`src/rtl/fdc_seek_pkg.sv`:
```
package fdc_seek_pkg;

  typedef enum logic [2:0] {
    OP_RESTORE,
    OP_SEEK,
    OP_STEP,
    OP_STEP_IN,
    OP_STEP_OUT
  } op_e;

  typedef struct packed {
    op_e        op;
    logic       upd;
    logic       spin;
    logic       verify;
    logic [1:0] rate;
  } cmd_t;

  typedef enum logic [3:0] {
    ST_IDLE,
    ST_SPIN,
    ST_DECODE,
    ST_CMP,
    ST_UPDATE,
    ST_PULSE,
    ST_SETTLE,
    ST_VCHK,
    ST_VSTART,
    ST_VWAIT,
    ST_FINISH
  } state_e;

  localparam int SETTLE_W = 5;

  // settle length in prescaled ticks for each rate code
  function automatic logic [SETTLE_W-1:0] settle_ticks(input logic [1:0] rate);
    case (rate)
      2'd0:    settle_ticks = 5'd6;
      2'd1:    settle_ticks = 5'd12;
      2'd2:    settle_ticks = 5'd20;
      default: settle_ticks = 5'd30;
    endcase
  endfunction

endpackage

```
`src/rtl/fdc_cmd_decode.sv`:
```
module fdc_cmd_decode
  import fdc_seek_pkg::*;
(
  input  logic [7:0] cmd_byte,
  output cmd_t       fields,
  output logic       motion_cmd
);

  always_comb begin
    motion_cmd    = ~cmd_byte[7];
    fields.upd    = cmd_byte[4];
    fields.spin   = cmd_byte[3];
    fields.verify = cmd_byte[2];
    fields.rate   = cmd_byte[1:0];
    case (cmd_byte[6:4])
      3'b000:         fields.op = OP_RESTORE;
      3'b001:         fields.op = OP_SEEK;
      3'b010, 3'b011: fields.op = OP_STEP;
      3'b100, 3'b101: fields.op = OP_STEP_IN;
      default:        fields.op = OP_STEP_OUT;
    endcase
  end

endmodule

```
`src/rtl/fdc_delay.sv`:
```
module fdc_delay #(
  parameter int CLK_PER_TICK = 8,
  parameter int LEN_W        = 5
) (
  input  logic             clk,
  input  logic             rst_n,
  input  logic             start,
  input  logic             use_tick,
  input  logic [LEN_W-1:0] len,
  output logic             done
);

  logic             tick;
  logic             active;
  logic             unit_r;
  logic             adv;
  logic [LEN_W-1:0] remain;

  generate
    if (CLK_PER_TICK <= 1) begin : g_direct
      assign tick = 1'b1;
    end else begin : g_prescale
      localparam int PW = $clog2(CLK_PER_TICK);
      localparam logic [PW-1:0] PMAX = PW'(CLK_PER_TICK - 1);
      logic [PW-1:0] pre;
      always_ff @(posedge clk or negedge rst_n) begin
        if (!rst_n)                   pre <= '0;
        else if (start || pre == PMAX) pre <= '0;
        else                          pre <= pre + 1'b1;
      end
      assign tick = (pre == PMAX);
    end
  endgenerate

  assign adv  = unit_r ? tick : 1'b1;
  assign done = active && adv && (remain == LEN_W'(1));

  always_ff @(posedge clk or negedge rst_n) begin
    if (!rst_n) begin
      active <= 1'b0;
      unit_r <= 1'b0;
      remain <= '0;
    end else if (start) begin
      active <= 1'b1;
      unit_r <= use_tick;
      remain <= len;
    end else if (done) begin
      active <= 1'b0;
    end else if (active && adv) begin
      remain <= remain - 1'b1;
    end
  end

endmodule

```
`src/rtl/fdc_index_wait.sv`:
```
module fdc_index_wait #(
  parameter int SPIN_PULSES = 6
) (
  input  logic clk,
  input  logic rst_n,
  input  logic clear,
  input  logic index_in,
  output logic reached
);

  localparam int CW = $clog2(SPIN_PULSES + 1);
  localparam logic [CW-1:0] CMAX = CW'(SPIN_PULSES);

  logic [CW-1:0] cnt;
  logic          idx_q;

  always_ff @(posedge clk or negedge rst_n) begin
    if (!rst_n) begin
      idx_q <= 1'b0;
      cnt   <= '0;
    end else begin
      idx_q <= index_in;
      if (clear)                                    cnt <= '0;
      else if (index_in && !idx_q && cnt != CMAX)   cnt <= cnt + 1'b1;
    end
  end

  assign reached = (cnt == CMAX);

endmodule

```
`src/rtl/fdc_seek_seq.sv`:
```
module fdc_seek_seq
  import fdc_seek_pkg::*;
#(
  parameter int REG_W        = 8,
  parameter int CLK_PER_TICK = 500,
  parameter int STEP_CLKS    = 32,
  parameter int MAX_STEPS    = 255,
  parameter int SPIN_PULSES  = 6
) (
  input  logic             clk,
  input  logic             rst_n,
  input  logic             cmd_valid,
  output logic             cmd_ready,
  input  logic [7:0]       cmd_data,
  input  logic [REG_W-1:0] track_in,
  input  logic [REG_W-1:0] data_in,
  output logic [REG_W-1:0] track_out,
  output logic [REG_W-1:0] data_out,
  output logic             step_out,
  output logic             dir_out,
  input  logic             index_in,
  input  logic             trk0_in,
  output logic             verify_start,
  input  logic             verify_done,
  input  logic             verify_ok,
  input  logic             drq_set,
  input  logic             crc_set,
  output logic             busy,
  output logic             drq,
  output logic             crc_err,
  output logic             seek_err,
  output logic             irq
);

  localparam int STEP_W = $clog2(STEP_CLKS + 1);
  localparam int LEN_W  = (STEP_W > SETTLE_W) ? STEP_W : SETTLE_W;
  localparam int SC_W   = $clog2(MAX_STEPS + 1);
  localparam logic [SC_W-1:0] SC_MAX = SC_W'(MAX_STEPS);

  state_e           state, state_n;
  cmd_t             dec, cmd_r;
  logic             motion_cmd;
  logic             accept;
  logic             seek_like;
  logic             is_restore;
  logic [REG_W-1:0] track_r, data_r;
  logic             dir_r;
  logic [SC_W-1:0]  step_cnt;
  logic             spin_done;
  logic             dly_start, dly_unit, dly_done;
  logic [LEN_W-1:0] dly_len;

  fdc_cmd_decode u_dec (
    .cmd_byte   (cmd_data),
    .fields     (dec),
    .motion_cmd (motion_cmd)
  );

  assign cmd_ready = (state == ST_IDLE);
  assign accept    = cmd_valid && cmd_ready && motion_cmd;

  fdc_index_wait #(.SPIN_PULSES(SPIN_PULSES)) u_spin (
    .clk      (clk),
    .rst_n    (rst_n),
    .clear    (accept),
    .index_in (index_in),
    .reached  (spin_done)
  );

  assign is_restore = (cmd_r.op == OP_RESTORE);
  assign seek_like  = (cmd_r.op == OP_RESTORE) || (cmd_r.op == OP_SEEK);

  // next-state logic
  always_comb begin
    state_n = state;
    case (state)
      ST_IDLE:   if (accept) state_n = dec.spin ? ST_SPIN : ST_DECODE;
      ST_SPIN:   if (spin_done) state_n = ST_DECODE;
      ST_DECODE: begin
        if (seek_like)      state_n = ST_CMP;
        else if (cmd_r.upd) state_n = ST_UPDATE;
        else                state_n = ST_PULSE;
      end
      ST_CMP: begin
        if (is_restore && trk0_in)                   state_n = ST_VCHK;
        else if (is_restore && step_cnt == SC_MAX)   state_n = ST_FINISH;
        else if (track_r == data_r)                  state_n = ST_VCHK;
        else                                         state_n = ST_UPDATE;
      end
      ST_UPDATE: state_n = ST_PULSE;
      ST_PULSE:  if (dly_done) state_n = ST_SETTLE;
      ST_SETTLE: if (dly_done) state_n = seek_like ? ST_CMP : ST_VCHK;
      ST_VCHK:   state_n = cmd_r.verify ? ST_VSTART : ST_FINISH;
      ST_VSTART: state_n = ST_VWAIT;
      ST_VWAIT:  if (verify_done) state_n = ST_FINISH;
      ST_FINISH: state_n = ST_IDLE;
      default:   state_n = ST_IDLE;
    endcase
  end

  // timer launch on entry to pulse or settle
  always_comb begin
    dly_start = (state_n != state) && (state_n == ST_PULSE || state_n == ST_SETTLE);
    dly_unit  = (state_n == ST_SETTLE);
    if (state_n == ST_SETTLE) dly_len = LEN_W'(settle_ticks(cmd_r.rate));
    else                      dly_len = LEN_W'(STEP_CLKS);
  end

  fdc_delay #(.CLK_PER_TICK(CLK_PER_TICK), .LEN_W(LEN_W)) u_dly (
    .clk      (clk),
    .rst_n    (rst_n),
    .start    (dly_start),
    .use_tick (dly_unit),
    .len      (dly_len),
    .done     (dly_done)
  );

  always_ff @(posedge clk or negedge rst_n) begin
    if (!rst_n) state <= ST_IDLE;
    else        state <= state_n;
  end

  // command register and register file shadow
  always_ff @(posedge clk or negedge rst_n) begin
    if (!rst_n) begin
      cmd_r    <= '0;
      track_r  <= '0;
      data_r   <= '0;
      dir_r    <= 1'b0;
      step_cnt <= '0;
    end else begin
      case (state)
        ST_IDLE: begin
          if (accept) begin
            cmd_r    <= dec;
            track_r  <= track_in;
            data_r   <= data_in;
            step_cnt <= '0;
          end
        end
        ST_DECODE: begin
          if (cmd_r.op == OP_RESTORE) begin
            track_r <= '1;
            data_r  <= '0;
          end
          if (cmd_r.op == OP_STEP_IN)  dir_r <= 1'b1;
          if (cmd_r.op == OP_STEP_OUT) dir_r <= 1'b0;
        end
        ST_CMP: begin
          if (is_restore && trk0_in)              track_r <= '0;
          else if (is_restore && step_cnt == SC_MAX) begin
            // limit reached, leave registers as they are
          end else if (track_r != data_r)         dir_r <= (data_r > track_r);
        end
        ST_UPDATE: begin
          if (dir_r) track_r <= track_r + 1'b1;
          else       track_r <= track_r - 1'b1;
        end
        ST_PULSE: begin
          if (dly_done && step_cnt != SC_MAX) step_cnt <= step_cnt + 1'b1;
        end
        default: ;
      endcase
    end
  end

  // status flags
  always_ff @(posedge clk or negedge rst_n) begin
    if (!rst_n) begin
      busy     <= 1'b0;
      drq      <= 1'b0;
      crc_err  <= 1'b0;
      seek_err <= 1'b0;
      irq      <= 1'b0;
    end else if (accept) begin
      busy     <= 1'b1;
      drq      <= 1'b0;
      crc_err  <= 1'b0;
      seek_err <= 1'b0;
      irq      <= 1'b0;
    end else begin
      if (drq_set) drq     <= 1'b1;
      if (crc_set) crc_err <= 1'b1;
      if (state == ST_CMP && is_restore && !trk0_in && step_cnt == SC_MAX)
        seek_err <= 1'b1;
      if (state == ST_VWAIT && verify_done && !verify_ok)
        seek_err <= 1'b1;
      if (state == ST_FINISH) begin
        irq  <= 1'b1;
        busy <= 1'b0;
      end
    end
  end

  assign track_out    = track_r;
  assign data_out     = data_r;
  assign dir_out      = dir_r;
  assign step_out     = (state == ST_PULSE);
  assign verify_start = (state == ST_VSTART);

endmodule

```
`config.mk`:
```
export PLATFORM = sky130hd
export DESIGN_NAME = fdc_seek_seq
export DESIGN_NICKNAME = d
export VERILOG_FILES = /design/src/rtl/fdc_seek_pkg.sv /design/src/rtl/fdc_cmd_decode.sv /design/src/rtl/fdc_delay.sv /design/src/rtl/fdc_index_wait.sv /design/src/rtl/fdc_seek_seq.sv
export SDC_FILE = /design/constraint.sdc
export NUM_CORES = 1
export LEC_CHECK = 0
export BUFFER_PORTS_ARGS = -buffer_cell sky130_fd_sc_hd__buf_4
export CORE_MARGIN = 2
export CORE_UTILIZATION = 44
export CTS_CLUSTER_SIZE = 20
export DETAILED_ROUTE_END_ITERATION = 7
export PLACE_DENSITY = 0.72
export SKIP_LAST_GASP = 1
export SLEW_MARGIN = 20
export SYNTH_ARGS = -nofsm -noshare
export SYNTH_HDL_FRONTEND = slang
export SYNTH_SLANG_ARGS = --single-unit
```
`constraint.sdc`:
```
create_clock -name clk -period 5.4 [get_ports clk]
set_input_delay 1.62 -clock clk [delete_from_list [all_inputs] [get_ports clk]]
set_output_delay 1.62 -clock clk [all_outputs]
set_load 0.1 [all_outputs]
```
==> impl_metrics.env <==
export IMPL_ant_nets=0
export IMPL_yosys_most_used_dff="dfrtp_1"
export IMPL_outcome="completed"
export IMPL_antenna_found_initial=0
export IMPL_fin_nets=534
export IMPL_clock_skew_ns=0.00550
export IMPL_die_x_um=96.7
export IMPL_slowest_stage="or4_1"
export IMPL_cts_tree="done"
export IMPL_crit_chain="or4_1 -> inv_1 -> buf_4"
export IMPL_initial_utilization_pct=45.8
export IMPL_async_flop_share_pct=100
export IMPL_most_common_layout_cells="nor2_1, dfrtp_1, buf_4, nand2_1"
export IMPL_cp_max_fo=17
export IMPL_rrSetupSlack_ns=2.37
export IMPL_routed_wl_mm=8.64
export IMPL_diodes=0
export IMPL_cts_root_buf="clkbuf_8"
export IMPL_seq_area_frac_synth_pct=41.0
export IMPL_first_pass_iters=4
export IMPL_row_count=33
export IMPL_dpl_hpwl_mm=6.30
export IMPL_utilization_pct=54.4
export IMPL_required_ns=3.78
export IMPL_r2r_start="state[2]"
export IMPL_ctsResizeCount=0
export IMPL_ys_types=63
export IMPL_finalHoldViolCount=0
export IMPL_cts_buffer_depth=2
export IMPL_hold_buffers=0
export IMPL_postCtsSetupBuffers=0
export IMPL_cts_made_buffers=9
export IMPL_drt_iter0_drc=160
export IMPL_whs_path_depth=1
export IMPL_vias=3181
export IMPL_endpoint_kind="primary output"
export IMPL_avgSynthCellArea_um2=8.96
export IMPL_synth_edf_count=0
export IMPL_h_tree_depth=3
export IMPL_grtUsageTotal_pct=19.5
export IMPL_syn_area_um2=3780
export IMPL_slew_headroom_pct=38.5
export IMPL_cpPeakStageDelay_ns=0.64
export IMPL_vias_per_cell=5.42
export IMPL_grt_first_pass_wirelength_mm=15.0
export IMPL_critical_path_class="reg2out"
export IMPL_worstSetupStartpointType="register"
export IMPL_clk_latency_ns=0.35
export IMPL_die_h_um=96.7
export IMPL_tns_ns=0
export IMPL_cts_sinks=62
export IMPL_dieArea_um2=9350
export IMPL_cap_violations=0
export IMPL_syn_nets=479
export IMPL_clk_pin_slew_worst_paths_ns=0.07
export IMPL_max_clock_freq_mhz=277
export IMPL_hold_start="u_dly.g_prescale.pre[0]"
export IMPL_globalplace_congestion=0.871
export IMPL_ios=58
export IMPL_grt_max_degree=63
export IMPL_drv_slew=0
export IMPL_final_period_utilization_pct=66.8
export IMPL_yosys_warnings=0
export IMPL_setup_worst_path_start="state[3]"
export IMPL_setup_viol=0
export IMPL_synthCells=422
export IMPL_port_buffers=57
export IMPL_areaGrowthSynthToFinish_pct=18.9
export IMPL_overflow=0
export IMPL_drive_gt1_share_pct=18.5
export IMPL_first_global_vias=3077
export IMPL_wire_per_inst_um=14.7
export IMPL_rr_worst_depth=7
export IMPL_post_route_drc_count=0
export IMPL_period_needed_ns=3.61
export IMPL_max_slew_worst_pin_slew_ns=0.916
export IMPL_critPathArrivalTime_ns=1.99
export IMPL_rsz0062_at_grt="false"
export IMPL_hold_path_class="reg2reg"
export IMPL_ys_ff_latch=62
export IMPL_core_area_um2=8260
[critical path: cells and delay by family (launching register included)]
kind,cells,cell delay (ns)
flops,1,0.56
buf+inv,2,0.43
simple gates,1,0.64
[cells by family after synthesis]
group / share of synthesized area, %
AND/OR/NAND/NOR: 24.5
AO/OA/AOI/OAI: 15.6
flip-flops: 41.0
buffers and inverters: 4.27
adder cells (fa/ha/maj): 8.14
XOR/XNOR: 5.33
multiplexers: 1.13
[routing by layer]
layer	wire length (um)	vias to the layer above	track usage, %
li1	-	1588	-
met1	3980	1495	27.2
met2	4020	88	30.0
met3	533	10	6.21
met4	102	0	4.01
met5	0	-	0
[cell usage after synthesis (all sizes together), types with 2 or more instances]
library cell | number | area share, %
nor4b | 3 | 0.86
nand2 | 51 | 5.1
nor3 | 12 | 1.6
xor2 | 5 | 1.2
xnor2 | 18 | 4.2
and2 | 2 | 0.33
nor2 | 62 | 6.2
a21o | 3 | 0.60
inv | 25 | 2.5
buf | 3 | 0.40
dfrtp | 62 | 41
ha | 23 | 7.6
or4 | 4 | 0.89
o21ai | 25 | 3.3
nor4 | 2 | 0.33
nand4 | 9 | 1.7
o21a | 4 | 0.79
nand3b | 3 | 0.60
nor2b | 6 | 0.99
o41ai | 2 | 0.96
o31ai | 3 | 0.60
o211ai | 2 | 0.40
nand4b | 2 | 1.0
nand3 | 11 | 1.8
a21oi | 19 | 2.5
a211oi | 4 | 0.79
mux2 | 2 | 0.60
a21boi | 2 | 0.40
nand2b | 7 | 1.2
or3 | 4 | 0.79
a2111oi | 2 | 0.63
mux2i | 2 | 0.53
clkbuf | 13 | 1.4
a211o | 2 | 0.50
a221oi | 5 | 1.2
[flip-flops by register name, indices dropped and copies added (netlist names), 3 cells and up]
name	cells
state	4
cmd_r	7
step_cnt	8
u_dly.g_prescale.pre	9
data_out	8
u_spin.cnt	3
u_dly.remain	6
track_out	8
[per-stage QoR]
step / cell area [um^2] / worst slack [ns] / hold WS (ns) / instances
2_1_floorplan: 3780 / 1.07 / 0.446 / 422
3_3_place_gp: 4290 / 2.05 / 0.468 / 571
3_5_place_dp: 4290 / 2.04 / 0.473 / 571
4_1_cts: 4500 / 1.77 / 0.489 / 587
5_1_grt: 4500 / 1.65 / 0.511 / 587
6_report: 4500 / 1.79 / 0.487 / 587
[layout make-up]
cell class                      instances  area [um^2]
Clock buffer                           13          159
Tap cell                              105          131
Multi-Input combinational cell        319         2070
Inverter                               25         93.8
Timing Repair Buffer                   60          450
Sequential cell                        62         1550
Fill cell                             815         3760
Clock inverter                          3         42.5
[path summary, 6_finish.rpt]
| kind | endpoint |
|---|---|
| max in group asynchronous | data_out[7] |
| min | u_dly.g_prescale.pre[0] |
| min in group asynchronous | cmd_r[1] |
| min reg2reg | u_dly.g_prescale.pre[0] |
| max reg2reg | step_cnt[4] |
| max | cmd_ready |
Power is left out: the tool's default activity adds up to more than one toggle a clock period on the data nets, which glitch-free logic cannot reach.
